[config.mk]
export PLATFORM = sky130hd
export DESIGN_NAME = glob_status_unit
export DESIGN_NICKNAME = d
export VERILOG_FILES = /design/src/rtl/gsu_pkg.sv /design/src/rtl/gsu_sticky.sv /design/src/rtl/gsu_link.sv /design/src/rtl/gsu_cfg.sv /design/src/rtl/gsu_flag.sv /design/src/rtl/glob_status_unit.sv
export SDC_FILE = /design/constraint.sdc
export NUM_CORES = 1
export LEC_CHECK = 0
export BUFFER_PORTS_ARGS = -buffer_cell sky130_fd_sc_hd__buf_2
export CAP_MARGIN = 40
export CORE_MARGIN = 10
export CORE_UTILIZATION = 38
export CTS_CLUSTER_DIAMETER = 80
export CTS_CLUSTER_SIZE = 10
export DETAILED_ROUTE_END_ITERATION = 8
export GPL_ROUTABILITY_DRIVEN = 1
export GPL_TIMING_DRIVEN = 0
export PLACE_DENSITY = 0.73
export SYNTH_ARGS = -nofsm -noshare
export SYNTH_HDL_FRONTEND = slang
export SYNTH_SLANG_ARGS = --single-unit
[constraint.sdc]
create_clock -name clk_i -period 1.95 [get_ports clk_i]
set_input_delay 0.39 -clock clk_i [delete_from_list [all_inputs] [get_ports clk_i]]
set_output_delay 0.39 -clock clk_i [all_outputs]
set_load 0.02 [all_outputs]
[src/rtl/gsu_pkg.sv]
package gsu_pkg;
  localparam int STAT_W   = 8;
  localparam int CFG_W    = 8;
  localparam int FLT_N    = 5;
  localparam int EXT_N    = 4;
  localparam int BIT_LINK = 5;
  localparam int BIT_COMM = 6;
  localparam int BIT_FLAG = 7;
  // status bits that the configuration may mask out of the flag
  localparam logic [FLT_N-1:0] MASKABLE = 5'b01110;
endpackage

[src/rtl/gsu_sticky.sv]
module gsu_sticky (
  input  logic clk_i,
  input  logic rst_ni,
  input  logic set_i,
  input  logic clr_i,
  output logic q_o
);
  always_ff @(posedge clk_i or negedge rst_ni) begin
    if (!rst_ni) q_o <= 1'b0;
    else         q_o <= set_i | (q_o & ~clr_i);
  end
endmodule

[src/rtl/gsu_link.sv]
module gsu_link (
  input  logic clk_i,
  input  logic rst_ni,
  input  logic comm_err_i,
  input  logic frame_ok_i,
  input  logic clr_i,
  output logic comm_o,
  output logic link_ok_o
);
  always_ff @(posedge clk_i or negedge rst_ni) begin
    if (!rst_ni) begin
      comm_o    <= 1'b0;
      link_ok_o <= 1'b0;
    end else begin
      if (comm_err_i)                comm_o <= 1'b1;
      else if (frame_ok_i || clr_i)  comm_o <= 1'b0;
      if (comm_err_i)                link_ok_o <= 1'b0;
      else if (frame_ok_i)           link_ok_o <= 1'b1;
    end
  end
endmodule

[src/rtl/gsu_cfg.sv]
module gsu_cfg #(
  parameter int W = 8
) (
  input  logic         clk_i,
  input  logic         rst_ni,
  input  logic         we_i,
  input  logic [W-1:0] wdata_i,
  output logic [W-1:0] q_o
);
  always_ff @(posedge clk_i or negedge rst_ni) begin
    if (!rst_ni)   q_o <= '0;
    else if (we_i) q_o <= wdata_i;
  end
endmodule

[src/rtl/gsu_flag.sv]
module gsu_flag
  import gsu_pkg::*;
(
  input  logic [FLT_N-1:0] fault_q_i,
  input  logic [FLT_N-1:0] fault_mask_i,
  input  logic             comm_i,
  input  logic             link_ok_i,
  input  logic [EXT_N-1:0] ext_i,
  input  logic [EXT_N-1:0] ext_mask_i,
  output logic             flag_o
);
  always_comb begin
    flag_o = |(fault_q_i & ~fault_mask_i) | comm_i | ~link_ok_i | |(ext_i & ~ext_mask_i);
  end
endmodule

[src/rtl/glob_status_unit.sv]
module glob_status_unit
  import gsu_pkg::*;
#(
  parameter logic [FLT_N-1:0] FEAT_EN = 5'b11011
) (
  input  logic              clk_i,
  input  logic              rst_ni,
  input  logic [FLT_N-1:0]  fault_i,
  input  logic [EXT_N-1:0]  ext_fault_i,
  input  logic              comm_err_i,
  input  logic              frame_ok_i,
  input  logic              clr_i,
  input  logic              cfg_we_i,
  input  logic [CFG_W-1:0]  cfg_wdata_i,
  output logic [STAT_W-1:0] status_o,
  output logic [CFG_W-1:0]  cfg_o,
  output logic              wd_trig_o,
  output logic              flag_o,
  output logic              fail_od_o
);
  logic [FLT_N-1:0] fault_q;
  logic [FLT_N-1:0] fault_mask;
  logic             comm_q, link_ok_q;

  for (genvar k = 0; k < FLT_N; k++) begin : g_fault
    if (FEAT_EN[k]) begin : g_on
      gsu_sticky i_bit (
        .clk_i (clk_i),
        .rst_ni(rst_ni),
        .set_i (fault_i[k]),
        .clr_i (clr_i),
        .q_o   (fault_q[k])
      );
    end else begin : g_off
      assign fault_q[k] = 1'b0;
    end
    if (MASKABLE[k]) begin : g_msk
      assign fault_mask[k] = cfg_o[k];
    end else begin : g_nomsk
      assign fault_mask[k] = 1'b0;
    end
  end

  gsu_link i_link (
    .clk_i     (clk_i),
    .rst_ni    (rst_ni),
    .comm_err_i(comm_err_i),
    .frame_ok_i(frame_ok_i),
    .clr_i     (clr_i),
    .comm_o    (comm_q),
    .link_ok_o (link_ok_q)
  );

  gsu_cfg #(.W(CFG_W)) i_cfg (
    .clk_i  (clk_i),
    .rst_ni (rst_ni),
    .we_i   (cfg_we_i),
    .wdata_i(cfg_wdata_i),
    .q_o    (cfg_o)
  );

  gsu_flag i_flag (
    .fault_q_i   (fault_q),
    .fault_mask_i(fault_mask),
    .comm_i      (comm_q),
    .link_ok_i   (link_ok_q),
    .ext_i       (ext_fault_i),
    .ext_mask_i  (cfg_o[CFG_W-1 -: EXT_N]),
    .flag_o      (flag_o)
  );

  assign status_o  = {flag_o, comm_q, link_ok_q, fault_q};
  assign wd_trig_o = cfg_o[0];
  assign fail_od_o = flag_o;
endmodule

==> results.sh <==
export IMPL_cts_tree="built"
export IMPL_grt_max_degree=15
export IMPL_fin_crit_ns=2.10
export IMPL_num_vias=525
export IMPL_end_kind="output port"
export IMPL_ctsHtreeMaxLevel=1
export IMPL_grt_overflow_total=0
export IMPL_final_core_util_pct=59.9
export IMPL_area_growth_syn_to_layout_pct=44.9
export IMPL_clk_transition_reported_paths_ns=0.08
export IMPL_global_route_wire_length_before_repair_um=2480
export IMPL_design_portCount=42
export IMPL_numClockSinks=14
export IMPL_synth_common_cells="dfrtp_1 (14), buf_4 (10), inv_1 (8), mux2_2 (8), a21o_1 (3)"
export IMPL_yosysMostFrequentCell="dfrtp_1"
export IMPL_netlist_instances=54
export IMPL_finalSetupViolCount=3
export IMPL_fin_setup_tns_ns=-0.351
export IMPL_maxSlewViolCount=0
export IMPL_detail_route_drc_violations=0
export IMPL_gp_congestion=0.659
export IMPL_cpLargestDelayFamily="simple AND/OR/NAND/NOR gates"
export IMPL_fp_dieW_um=61.2
export IMPL_leading_register_cell_type_out_of_synthesis="dfrtp_1"
export IMPL_rsz_0062_raised_after_global_routing="yes"
export IMPL_r2r_start="i_link.comm_o"
export IMPL_min_period_over_period_pct=108
export IMPL_ff2ff_path_depth=2
export IMPL_cts_root_buf="clkbuf_4"
export IMPL_ys_types=14
export IMPL_die_area_mm2=0.00374
export IMPL_outcome="finished with violations"
export IMPL_failed_checks="setup timing"
export IMPL_dr_first_iter_drc_count=4
export IMPL_initial_core_util_pct=41.3
export IMPL_netlist_area_leader_share_pct=54.4
export IMPL_worst_case_register_to_register_setup_slack_ns=1.10
export IMPL_count_of_antenna_diodes_in_the_layout=0
export IMPL_muxShareOfSynthArea_pct=14.0
export IMPL_tritoncts_num_buffers=3
export IMPL_max_cap_violations=0
export IMPL_synth_edff_count=0
export IMPL_layout_setup_ws_ns=-0.148
export IMPL_worstSetupPathType="flip-flop to output port"
export IMPL_fmaxAchievable_mhz=477
export IMPL_yosys_area_top_type="dfrtp_1"
export IMPL_clk_insertion_delay_late_ns=0.27
export IMPL_synth_cell_area_um2=644
export IMPL_first_pass_iters=4
export IMPL_avgSynthCellArea_um2=11.9
export IMPL_crit_slowest_cell="dfrtp_1"
export IMPL_power_ir_vdd_worst_mv=0.424
export IMPL_holdCritPathClass="input pin to flip-flop"
export IMPL_drt_antenna_violating_nets=0
export IMPL_number_of_antenna_violations_at_the_first_check_in_global_routing=0
export IMPL_drive_gt1_share_pct=67.7
export IMPL_placement_cell_area_um2=855
export IMPL_synth_top_family_by_area="buffers and inverters"
export IMPL_synth_fa_ha_area_share_pct=0
export IMPL_drt_wl_total_um=1630
export IMPL_syn_num_nets=77
export IMPL_cp_arrival_ns=1.71
export IMPL_synthesized_area_fraction_occupied_by_ao_oa_aoi_and_oai_cells_pct=9.51
export IMPL_yosysWarningCount=0
export IMPL_whs_endpoint="i_link.link_ok_o"
export IMPL_synth_top_area_cells="dfrtp_1 (54%), mux2_2 (14%), buf_4 (12%)"
export IMPL_power_density_relative_to_cell_area_mw_per_mm2=747
export IMPL_post_drt_via_cell_ratio=4.57
export IMPL_synth_async_sr_flop_share_pct=100
export IMPL_core_region_area_mm2=0.00156
export IMPL_n_fill_cell=144
export IMPL_synth_simple_gate_area_share_pct=4.47
export IMPL_timing_critical_path_required_ns=1.56
export IMPL_min_from="comm_err_i"
export IMPL_timing_hold_worst_path_depth=2
export IMPL_finalHoldViolations=0
export IMPL_r2r_end="i_link.comm_o"
export IMPL_fin_nets=123
export IMPL_ys_seq_area_share_pct=54.4
export IMPL_grt_pass1_vias=563
export IMPL_cells_traversed_along_the_worst_timing_path="nor4b_2 > o221ai_1 > or3_4 > buf_4 > buf_6"
export IMPL_place_detailed_hpwl_um=1330
export IMPL_setup_worst_path_start_class="flip-flop"
export IMPL_finish_instance_area_um2=933
export IMPL_worstPathBufferInverterCount=2
export IMPL_worst_path_largest_cell_delay_ns=0.40
export IMPL_power_leakage_nw=0.511
export IMPL_synth_seq_cells=14
export IMPL_cts_path_max_buffers=2
export IMPL_core_rowCount=14
export IMPL_critical_path_max_fanout=3
export IMPL_placement_io_buffers=38
export IMPL_worst_clock_skew_ns=0
export IMPL_post_drt_wl_per_cell_um=14.2
export IMPL_total_power_uw=697
export IMPL_die_height_um=61.2
export IMPL_xor_xnor_share_of_the_synthesized_area_pct=0
export IMPL_global_route_usage_total_pct=8.90
through the flow:
stage	instances	setup WS, ns	hold WS (ns)
finish	115	-0.148	0.283
global route	115	-0.318	0.280
CTS	115	-0.165	0.272
detailed placement	108	0.0445	0.310
global placement	108	0.0417	0.298
floorplan	54	0.0995	0.0944
logic make-up after synthesis:
| kind of cell | Yosys count |
|---|---|
| AOI/OAI and AO/OA | 8 |
| buffers and inverters | 19 |
| DFF | 14 |
| muxes | 8 |
| other | 1 |
| and+or+nand+nor | 4 |
state kept, by name (all words and copies together) (netlist names):
signal,count
i_link.link_ok_o,1
g_fault.g_on.i_bit.q_o,4
i_cfg.q_o,8
i_link.comm_o,1
worst max-delay path by stage:
stage	end	startpoint	depth (start not counted)	slack [ns]
after floorplan	flag_o	g_fault[4].g_on.i_bit.q_o	4	0.1
after global placement	flag_o	g_fault[4].g_on.i_bit.q_o	5	0.04
after detailed placement	flag_o	g_fault[4].g_on.i_bit.q_o	5	0.04
after CTS	flag_o	i_link.comm_o	5	-0.16
after global routing	flag_o	g_fault[4].g_on.i_bit.q_o	5	-0.32
final	status_o[7]	g_fault[4].g_on.i_bit.q_o	5	-0.15
timing repair:
action,CTS,global route
setup buffers,2,0
hold buffers,1,0
endpoints found under the hold margin,6,0
cloned,0,0
resized for setup,4,1
pin swaps,2,1
endpoints found under the setup margin,3,3
report_power, final:
group          leakage (nW)  internal, mW  switching [mW]
registers             0.160         0.315          0.0173
clock network        0.0210         0.114          0.0968
logic                 0.330        0.0756          0.0784
total                 0.511         0.504           0.192
layer usage:
| metal | track usage, % | share of wire, % | vias up |
|---|---|---|---|
| met4 | 5.86 | 0.86 | 0 |
| li1 | - | - | 258 |
| met1 | 9.86 | 36 | 243 |
| met5 | 0 | 0 | - |
| met2 | 13.6 | 50 | 22 |
| met3 | 3.91 | 13 | 2 |
layout make-up:
| type | instances | area (um^2) | share of cell area [%] |
|---|---|---|---|
| Clock buffer | 4 | 36.3 | 3.89 |
| Multi-Input combinational cell | 21 | 189 | 20.2 |
| Tap cell | 16 | 20.0 | 2.14 |
| Timing Repair Buffer | 41 | 228 | 24.4 |
| Sequential cell | 14 | 350 | 37.5 |
| Inverter | 8 | 30.0 | 3.22 |
| Buffer | 11 | 80.1 | 8.58 |
cell usage in the layout (no fill, tap or decap):
master / count
buf_2: 37
dfrtp_1: 14
buf_4: 12
inv_1: 8
mux2_2: 8
a21o_1: 3
clkbuf_4: 3
o22ai_1: 2
nor2_1: 2
buf_6: 2
a21o_2: 1
nor4b_2: 1
o221ai_1: 1
or3_4: 1
a31o_2: 1
conb_1: 1
clkbuf_8: 1
dlygate4sd3_1: 1
Note: power is estimated with default switching activity, not from simulation.
